### src/rtl/nvmAccessPkg.sv
package nvmAccessPkg;

  typedef enum logic [1:0] {
    SEL_ADDR = 2'd0,
    SEL_DATA = 2'd1,
    SEL_CTRL = 2'd2,
    SEL_NONE = 2'd3
  } ioSel_e;

  // control register bit positions (software decodes these)
  localparam int BIT_RD   = 0;
  localparam int BIT_WR   = 1;
  localparam int BIT_ARM  = 2;
  localparam int BIT_BUSY = 3;

  // strobes from control to datapath
  typedef struct packed {
    logic loadAddr;
    logic loadData;
    logic fetchByte;
    logic startWrite;
    logic commitWrite;
  } dpStrobe_t;

  // status flags shown in the control register
  typedef struct packed {
    logic busy;
    logic armed;
    logic wrActive;
    logic rdActive;
  } ctlStatus_t;

endpackage

### src/rtl/nvmAccessCtl.sv
module nvmAccessCtl
  import nvmAccessPkg::*;
#(
  parameter int READ_STALL  = 4,
  parameter int WRITE_STALL = 2,
  parameter int ARM_WINDOW  = 4,
  parameter int WR_LATENCY  = 16
) (
  input  logic       clk,
  input  logic       rstN,
  input  logic [1:0] ioSel,
  input  logic       ioWrEn,
  input  logic [2:0] ctrlBits,
  output dpStrobe_t  strb,
  output ctlStatus_t ctlStatus,
  output logic       cpuStall
);

  localparam int STALL_MAX = (READ_STALL > WRITE_STALL) ? READ_STALL : WRITE_STALL;
  localparam int STALL_W   = $clog2(STALL_MAX + 1);
  localparam int ARM_W     = $clog2(ARM_WINDOW + 1);
  localparam int BUSY_W    = $clog2(WR_LATENCY + 1);

  ioSel_e            selE;
  logic [STALL_W-1:0] stallCnt;
  logic               stallIsRead;
  logic [ARM_W-1:0]   armCnt;
  logic [BUSY_W-1:0]  busyCnt;

  logic ctrlWr;
  logic busyNow;
  logic armedNow;
  logic acceptWr;
  logic acceptRd;
  logic armReq;

  assign selE = ioSel_e'(ioSel);

  // accept decisions
  always_comb begin
    ctrlWr   = ioWrEn && (selE == SEL_CTRL);
    busyNow  = (busyCnt != '0);
    armedNow = (armCnt != '0);
    acceptWr = ctrlWr && ctrlBits[BIT_WR] && armedNow && !busyNow;
    acceptRd = ctrlWr && ctrlBits[BIT_RD] && !busyNow && !acceptWr;
    armReq   = ctrlWr && ctrlBits[BIT_ARM] && !acceptWr;
  end

  // strobes towards the datapath
  always_comb begin
    strb.loadAddr    = ioWrEn && (selE == SEL_ADDR);
    strb.loadData    = ioWrEn && (selE == SEL_DATA);
    strb.fetchByte   = acceptRd;
    strb.startWrite  = acceptWr;
    strb.commitWrite = (busyCnt == BUSY_W'(1));
  end

  // stall timer; direction picks the length
  always_ff @(posedge clk) begin
    if (!rstN) begin
      stallCnt    <= '0;
      stallIsRead <= 1'b0;
    end else if (acceptWr) begin
      stallCnt    <= STALL_W'(WRITE_STALL);
      stallIsRead <= 1'b0;
    end else if (acceptRd) begin
      stallCnt    <= STALL_W'(READ_STALL);
      stallIsRead <= 1'b1;
    end else if (stallCnt != '0) begin
      stallCnt <= stallCnt - STALL_W'(1);
    end
  end

  // master-enable window
  always_ff @(posedge clk) begin
    if (!rstN) begin
      armCnt <= '0;
    end else if (acceptWr) begin
      armCnt <= '0;
    end else if (armReq) begin
      armCnt <= ARM_W'(ARM_WINDOW);
    end else if (armCnt != '0) begin
      armCnt <= armCnt - ARM_W'(1);
    end
  end

  // self-timed write
  always_ff @(posedge clk) begin
    if (!rstN) begin
      busyCnt <= '0;
    end else if (acceptWr) begin
      busyCnt <= BUSY_W'(WR_LATENCY);
    end else if (busyCnt != '0) begin
      busyCnt <= busyCnt - BUSY_W'(1);
    end
  end

  always_comb begin
    cpuStall           = (stallCnt != '0);
    ctlStatus.rdActive = cpuStall && stallIsRead;
    ctlStatus.wrActive = cpuStall && !stallIsRead;
    ctlStatus.armed    = armedNow;
    ctlStatus.busy     = busyNow;
  end

endmodule

### src/rtl/nvmAccessDp.sv
module nvmAccessDp
  import nvmAccessPkg::*;
#(
  parameter int          ADDR_W = 8,
  parameter int          DATA_W = 8,
  parameter logic [7:0]  ERASED = 8'hFF
) (
  input  logic              clk,
  input  logic              rstN,
  input  logic [1:0]        ioSel,
  input  logic [DATA_W-1:0] ioWrData,
  input  dpStrobe_t         strb,
  input  ctlStatus_t        ctlStatus,
  output logic [DATA_W-1:0] ioRdData
);

  localparam int DEPTH   = 1 << ADDR_W;
  localparam int STAT_W  = $bits(ctlStatus_t);
  localparam int PAD_W   = DATA_W - STAT_W;

  ioSel_e            selE;
  logic [ADDR_W-1:0] addrReg;
  logic [DATA_W-1:0] dataReg;
  logic [ADDR_W-1:0] pendAddr;
  logic [DATA_W-1:0] pendData;
  logic [DATA_W-1:0] cells [DEPTH];
  logic [DATA_W-1:0] ctrlView;

  assign selE = ioSel_e'(ioSel);

  always_ff @(posedge clk) begin
    if (!rstN) begin
      addrReg <= '0;
    end else if (strb.loadAddr) begin
      addrReg <= ioWrData[ADDR_W-1:0];
    end
  end

  always_ff @(posedge clk) begin
    if (!rstN) begin
      dataReg <= '0;
    end else if (strb.fetchByte) begin
      dataReg <= cells[addrReg];
    end else if (strb.loadData) begin
      dataReg <= ioWrData;
    end
  end

  // write operands are frozen at the accepted strobe
  always_ff @(posedge clk) begin
    if (!rstN) begin
      pendAddr <= '0;
      pendData <= '0;
    end else if (strb.startWrite) begin
      pendAddr <= addrReg;
      pendData <= dataReg;
    end
  end

  always_ff @(posedge clk) begin
    if (!rstN) begin
      for (int i = 0; i < DEPTH; i++) begin
        cells[i] <= DATA_W'(ERASED);
      end
    end else if (strb.commitWrite) begin
      cells[pendAddr] <= pendData;
    end
  end

  generate
    if (PAD_W > 0) begin : g_pad
      assign ctrlView = {{PAD_W{1'b0}}, ctlStatus};
    end else begin : g_noPad
      assign ctrlView = ctlStatus[DATA_W-1:0];
    end
  endgenerate

  always_comb begin
    case (selE)
      SEL_ADDR: ioRdData = DATA_W'(addrReg);
      SEL_DATA: ioRdData = dataReg;
      SEL_CTRL: ioRdData = ctrlView;
      default:  ioRdData = '0;
    endcase
  end

endmodule

### src/rtl/nvmAccessCtrl.sv
module nvmAccessCtrl
  import nvmAccessPkg::*;
#(
  parameter int ADDR_W      = 8,
  parameter int DATA_W      = 8,
  parameter int READ_STALL  = 4,
  parameter int WRITE_STALL = 2,
  parameter int ARM_WINDOW  = 4,
  parameter int WR_LATENCY  = 16
) (
  input  logic              clk,
  input  logic              rstN,
  input  logic [1:0]        ioSel,
  input  logic              ioWrEn,
  input  logic [DATA_W-1:0] ioWrData,
  output logic [DATA_W-1:0] ioRdData,
  output logic              cpuStall
);

  dpStrobe_t  strb;
  ctlStatus_t ctlStatus;

  nvmAccessCtl #(
    .READ_STALL (READ_STALL),
    .WRITE_STALL(WRITE_STALL),
    .ARM_WINDOW (ARM_WINDOW),
    .WR_LATENCY (WR_LATENCY)
  ) ctl_i (
    .clk      (clk),
    .rstN     (rstN),
    .ioSel    (ioSel),
    .ioWrEn   (ioWrEn),
    .ctrlBits (ioWrData[2:0]),
    .strb     (strb),
    .ctlStatus(ctlStatus),
    .cpuStall (cpuStall)
  );

  nvmAccessDp #(
    .ADDR_W(ADDR_W),
    .DATA_W(DATA_W)
  ) dp_i (
    .clk      (clk),
    .rstN     (rstN),
    .ioSel    (ioSel),
    .ioWrData (ioWrData),
    .strb     (strb),
    .ctlStatus(ctlStatus),
    .ioRdData (ioRdData)
  );

endmodule

### config.mk
export PLATFORM = sky130hd
export DESIGN_NAME = nvmAccessCtrl
export DESIGN_NICKNAME = d
export VERILOG_FILES = /design/src/rtl/nvmAccessPkg.sv /design/src/rtl/nvmAccessCtl.sv /design/src/rtl/nvmAccessDp.sv /design/src/rtl/nvmAccessCtrl.sv
export SDC_FILE = /design/constraint.sdc
export NUM_CORES = 2
export LEC_CHECK = 0
export ABC_AREA = 1
export BUFFER_PORTS_ARGS = -buffer_cell sky130_fd_sc_hd__clkbuf_2
export CAP_MARGIN = 15
export CORE_MARGIN = 8
export CORE_UTILIZATION = 49
export DETAILED_ROUTE_END_ITERATION = 8
export PLACE_DENSITY = 0.64
export SLEW_MARGIN = 30
export SYNTH_ARGS = -nofsm -noshare
export SYNTH_HDL_FRONTEND = slang
export SYNTH_HIERARCHICAL = 1
export SYNTH_SLANG_ARGS = --single-unit
### constraint.sdc
create_clock -name clk -period 6.6 [get_ports clk]
set_clock_uncertainty 0.1 [all_clocks]
set_input_delay 0 -clock clk [delete_from_list [all_inputs] [get_ports clk]]
set_output_delay 0 -clock clk [all_outputs]
set_load 0.01 [all_outputs]
# ---- Yosys cells after proc, flatten, opt, wreduce, memory -nomap -nowiden
# Memories as Yosys holds them, arrays and structs flattened. A register that Yosys moved wholly into a read port is not among the register bits.
# Cells that the tools add are included.
dict set report word_totals {
  register_bits 44
  ramBits 2048
  input_bits 13
  n_memories 1
}
dict set report op_classes {
  n_addsub 3
  n_eq_ne 3
  muxes 19
  bitwise_logic 1
  reduce_logical 29
}
# name words word_bits read_ports rd_clocked_by_memory_dff write_ports line
set memory_table {}
lappend memory_table {dp_i.cells 256 8 1 1 256 nvmAccessDp.sv:26} ;# logic [DATA_W-1:0] cells [DEPTH];
# cell count
set ops {}
lappend ops {{two-way mux 8 bit} 6}
lappend ops {{case mux 8 bit (3 select lines)} 1}
lappend ops {{logical AND 1 bit} 13}
lappend ops {{two-way mux 3 bit} 4}
lappend ops {{two-way mux 5 bit} 2}
lappend ops {{nonzero test 3 bit} 3}
lappend ops {{nonzero test 2 bit} 4}
lappend ops {{OR reduction 8 bit} 1}
lappend ops {{OR reduction 3 bit} 2}
lappend ops {{subtractor 3 x 1 -> 3 bit, second input constant} 2}
lappend ops {{== test 5 x 1 -> 1 bit, second input constant} 1}
lappend ops {{two-way mux 1 bit} 5}
lappend ops {{nonzero test 5 bit} 1}
lappend ops {{subtractor 5 x 1 -> 5 bit, second input constant} 1}
lappend ops {{zero test 1 bit} 3}
lappend ops {{== test 2 x 1 -> 1 bit, second input constant} 1}
lappend ops {{== test 2 bit, second input constant} 1}
lappend ops {{zero test 2 bit} 1}
lappend ops {{two-way mux 2 bit} 1}
lappend ops {{OR reduction 2 bit} 1}
lappend ops {{inverter 1 bit} 1}

# ---- Depth between registers and ports, before layout
dict set report depth {
  ltp_word 9
  mapped_depth 16
  mapped_depth_nobuf 14
}

# ---- Hierarchy
# Netlist, hierarchy kept.
# module n_inst cells_each area_per_inst_um2 seq_area_each_um2
set modules_own_cells {}
lappend modules_own_cells {nvmAccessDp 1 9799 94879.7 62299.8}
lappend modules_own_cells {nvmAccessCtl 1 101 773.2 240.2}

# ---- Worst setup path before layout
# Ideal clock, no wire load.
dict set report synth_path {
  path_kind {flip-flop to flip-flop}
  start {register ctl_i.busyCnt[1]}
  end {memory dp_i.cells[112][0], enable pin}
  t_arrival_ns 2.109
  t_required_ns 6.116
  path_slack_ns 4.007
  path_stages_with_launch 11
  path_buffers 2
  cell_sequence {dfxtp_1 inv_1 ha_1 nand2_1 nor2_1 nand2_1 clkbuf_1 nor2_1 clkinv_1 clkbuf_1 o21ai_0}
}
# item line
set synth_lines {}
lappend synth_lines {{from (decl)} nvmAccessCtl.sv:28} ;# logic [BUSY_W-1:0] busyCnt;
lappend synth_lines {{from (signal assigned)} nvmAccessCtl.sv:92} ;# busyCnt <= BUSY_W'(WR_LATENCY);
lappend synth_lines {{from (signal assigned)} nvmAccessCtl.sv:94} ;# busyCnt <= busyCnt - BUSY_W'(1);
lappend synth_lines {{to (decl)} nvmAccessDp.sv:26}

==> out/qor.txt <==
LOGIC SYNTHESIS
----------------------------------------------------------------------------------------
Proportion of netlist area held by the largest area contributor ...........        64.3%
Async SR Flop Fraction ....................................................           0%
Most frequent cell after synthesis ........................................ sky130_fd_sc_hd__nand2_1
Post-synthesis register bit count .........................................         2100
Yosys warning count .......................................................            6
Cell type with the highest aggregate area in the netlist .................. sky130_fd_sc_hd__edfxtp_1
Synthesized area per cell .................................................   9.66 sq um
Sequential fraction of the synthesis area .................................        65.4%
Post-Syn Nets .............................................................         9919
Netlist area before placement ............................................. 0.0957 sq mm
Post-Synthesis Cells ......................................................         9900
Number of enable-type register cells in the synthesized netlist ...........         2048
Synth area leaders ........................................................ sky130_fd_sc_hd__edfxtp_1 64%, sky130_fd_sc_hd__nand2_1 16%, sky130_fd_sc_hd__nand3_1 11%, sky130_fd_sc_hd__clkbuf_1 1.6%, sky130_fd_sc_hd__o21ai_0 1.5%
Most used flip-flop cell after synthesis .................................. sky130_fd_sc_hd__edfxtp_1
Number of library cell types mapped by synthesis ..........................           31
Leading post-synthesis cells by instance count ............................ 4130 x sky130_fd_sc_hd__nand2_1, 2049 x sky130_fd_sc_hd__nand3_1, 2048 x sky130_fd_sc_hd__edfxtp_1

SETUP PATH
----------------------------------------------------------------------------------------
R2R cell count ............................................................           12
Endpoint kind of the worst setup timing path ..............................         flop
Setup slack on the worst flop-to-flop path ................................      2.24 ns
End of the worst register-to-register path ................................ dp_i/dataReg[4]
Cell seen most often among critical-path stages ........................... sky130_fd_sc_hd__nand3_1
Sort of element at the start of the critical path .........................         flop
Gate family responsible for the most delay along the worst path ........... simple AND/OR/NAND/NOR gates
WP buf/inv ................................................................            2
Crit-path max FO ..........................................................          224
Cell chain of the critical path ........................................... inv_16 > buf_12 > nand2_1 > nand3_1 > nand3_1 > nand3_1 > nand3_1 > nand3_1 > nand3_1 > nand3_1 > nand3_1 > a21oi_1
Type of the worst setup path .............................................. flop to flop
Required arrival time at the worst endpoint ...............................      7.21 ns
Longest individual stage delay on the worst path ..........................      0.91 ns
Depth of the critical timing path with buffers and inverters included .....           12
Arrival @ worst endpoint ..................................................      4.96 ns
Cell type of the slowest stage on the worst timing path ................... sky130_fd_sc_hd__dfxtp_4

POWER AND IR DROP
----------------------------------------------------------------------------------------
Max rail drop VDD .........................................................   0.000267 V
Power density cells .......................................................  276 mW/mm^2
LEAKAGE ...................................................................      31.3 nW

FLOORPLAN
----------------------------------------------------------------------------------------
Die span in y .............................................................       458 um
Total die area ............................................................  0.210 sq mm
Area of the core ..........................................................  0.194 sq mm
Initial Utilization .......................................................        49.2%
IO Count ..................................................................           22
Die width .................................................................       458 um
Number of placement rows ..................................................          162

MIN PATH
----------------------------------------------------------------------------------------
Number of instances on the worst hold path ................................            6
Launch instance of the worst min-delay path ...............................       ioWrEn
Hold Path Sink ............................................................ ctl_i/stallIsRead
Hold/Removal Path Class ................................................... primary input to flop

ROUTE
----------------------------------------------------------------------------------------
Routed wl met3 ............................................................     32700 um
Detailed-route wire length on metal 1 .....................................    115000 um
Number of search-and-repair iterations in the first detailed-routing pass .            7
Top routing layer used ....................................................         met5
Antenna viol nets, final ..................................................            0
Total number of vias ......................................................        72700
Remaining DRCs ............................................................            0
Number of vias per cell ...................................................         5.97
Wire length per cell after detailed routing ...............................      23.8 um
Routed Wire Length ........................................................    290000 um
Count of routing violations after the opening detailed-route iteration ....         9760
Met2 routed wirelength ....................................................    130000 um

CLOCK TREE
----------------------------------------------------------------------------------------
# H-tree levels ...........................................................            4
Clock slew at reported path FFs ...........................................      0.06 ns
Number of buffers added for setup after CTS ...............................            0
Root Driver ............................................................... sky130_fd_sc_hd__clkbuf_16
CTS tree ..................................................................         done
CTS buffer count ..........................................................          209
Maximum clock insertion buffer count ......................................            3
Clock net sink count ......................................................         2100
Clock latency of the later-clocked register in the worst-skew pair ........      0.83 ns

FINISH
----------------------------------------------------------------------------------------
Fraction of layout cells with a size suffix above 1 .......................        4.76%
Final nets ................................................................         9483
Area overhead of the layout relative to synthesis .........................        8.00%
Non-Filler Instances ......................................................        12200

PLACED DESIGN
----------------------------------------------------------------------------------------
Count of input and output buffers .........................................           21
Final RePlAce weighted congestion .........................................        0.909
Placed instance count .....................................................        11800
Dpl hpwl ..................................................................    166000 um

GLOBAL ROUTING
----------------------------------------------------------------------------------------
Overall Global Routing Usage ..............................................        26.8%
First-pass GRT wire length ................................................    433000 um
Maximum number of pins on one net before global-route repair ..............          225
Gr ovfl total .............................................................            0
Via count of the first global-routing pass ................................        69000
Initial antenna violation count ...........................................            7

FLOW RUN
----------------------------------------------------------------------------------------
Max cap viols .............................................................            0

TIMING
----------------------------------------------------------------------------------------
Setup repair after global routing missed its margin .......................           no
Total of endpoints with negative setup slack in the final report ..........            0
Maximum operating frequency ...............................................      230 MHz
Slew at the pin with the worst max-slew slack .............................      1.09 ns
Setup total negative slack ................................................         0 ns
Ratio of final minimum period to clock period .............................        66.0%
Number of pins with negative max-slew slack in the final report ...........            0
Final count of hold timing violations .....................................            0
Post-layout minimum cycle time ............................................      4.36 ns
Slew HR ...................................................................        27.2%

RUN STATUS
----------------------------------------------------------------------------------------
Run status ................................................................ complete, no violations

[worst register-to-register path: cells and delay by family (launching register included)]
family | cells | cell delay (ns)
AND/OR/NAND/NOR | 9 | 2.17
buffers and inverters | 2 | 0.98
flip-flops | 1 | 0.91
AO/OA/AOI/OAI | 1 | 0.07
[power breakdown]
part	internal, W	total (W)	leakage, nW	switching [W]
logic	0.000481	0.00229	13.9	0.00181
clock network	0.00645	0.0115	3.20	0.00506
registers	0.0146	0.0147	14.3	0.0000523
total	0.0216	0.0285	31.3	0.00692
[repair_timing]
item,CTS,global route
hold buffers,25,0
endpoints found under the hold margin,58,0
gates resized for setup,0,0
[stage by stage]
step	instance area [sq um]	total power (W)	util [%]	hold WS, ns	worst slack (ns)
after global routing	103000	0.0293	53.1	0.0486	2.26
after global placement	96400	0.0171	49.6	0.200	2.60
after CTS	103000	0.0285	53.1	0.0119	2.61
after floorplan	95700	0.0164	-	0.0599	4.01
final	103000	0.0285	53.1	0.0706	2.24
after detailed placement	96400	0.0172	49.6	0.209	2.59
[sequential cells by signal, summed over array words and instances (netlist names), named ones only]
register / flops
dp_i/cells: 2048
ctl_i/stallIsRead: 1
dp_i/dataReg: 8
dp_i/addrReg: 8
dp_i/pendData: 8
dp_i/pendAddr: 8
ctl_i/busyCnt: 5
ctl_i/armCnt: 3
ctl_i/stallCnt: 3
[logic make-up after synthesis]
group | share of synthesized area [%]
buf+inv | 4.33
flops | 65.4
xor+xnor | 0.0275
simple gates | 28.4
fa+ha+maj | 0.0785
compound gates | 1.80
[layout by cell type, fill, tap and decap left out, drive strengths merged, types with 4 or more instances in the layout]
cell / Yosys / final
nand2: 4132 / 4132
o21ai: 286 / 286
nor3: 4 / 4
clkbuf: 412 / 294
bufinv: 0 / 12
clkinv: 10 / 97
inv: 122 / 135
nor2: 338 / 338
edfxtp: 2048 / 2048
o211ai: 4 / 4
o22ai: 8 / 8
a21oi: 38 / 38
dlygate4sd3: 0 / 25
nand3: 2051 / 2051
dfxtp: 52 / 52
ha: 6 / 6
buf: 384 / 104
[how the worst max path moves through the flow]
stage / startpoint / to / slack, ns
after floorplan: ctl_i/busyCnt[1] / dp_i/cells[112][0] / 4.01
after global placement: flop / dp_i/dataReg[3] / 2.60
after detailed placement: flop / dp_i/dataReg[5] / 2.59
final: flop / dp_i/dataReg[4] / 2.24
after CTS: flop / dp_i/dataReg[5] / 2.61
after global routing: flop / dp_i/dataReg[5] / 2.26
[metal layers]
layer / vias to the layer above / global-route usage [%]
met5: - / 0
met4: 6 / 10.4
met3: 605 / 5.37
met2: 4070 / 41.4
met1: 35300 / 37.6
li1: 32700 / -
[final cells by class]
| type | instances | area (sq um) |
|---|---|---|
| diodes | 1 | 2.50 |
| repair buffers | 149 | 1480 |
| inverters | 132 | 594 |
| clock buffers | 274 | 5630 |
| clock inverters | 113 | 898 |
| well taps | 2542 | 3180 |
| fillers | 17100 | 91100 |
| multi-input cells | 6872 | 29000 |
| flip-flops and latches | 2100 | 62600 |
(Power assumes the default switching activity.)
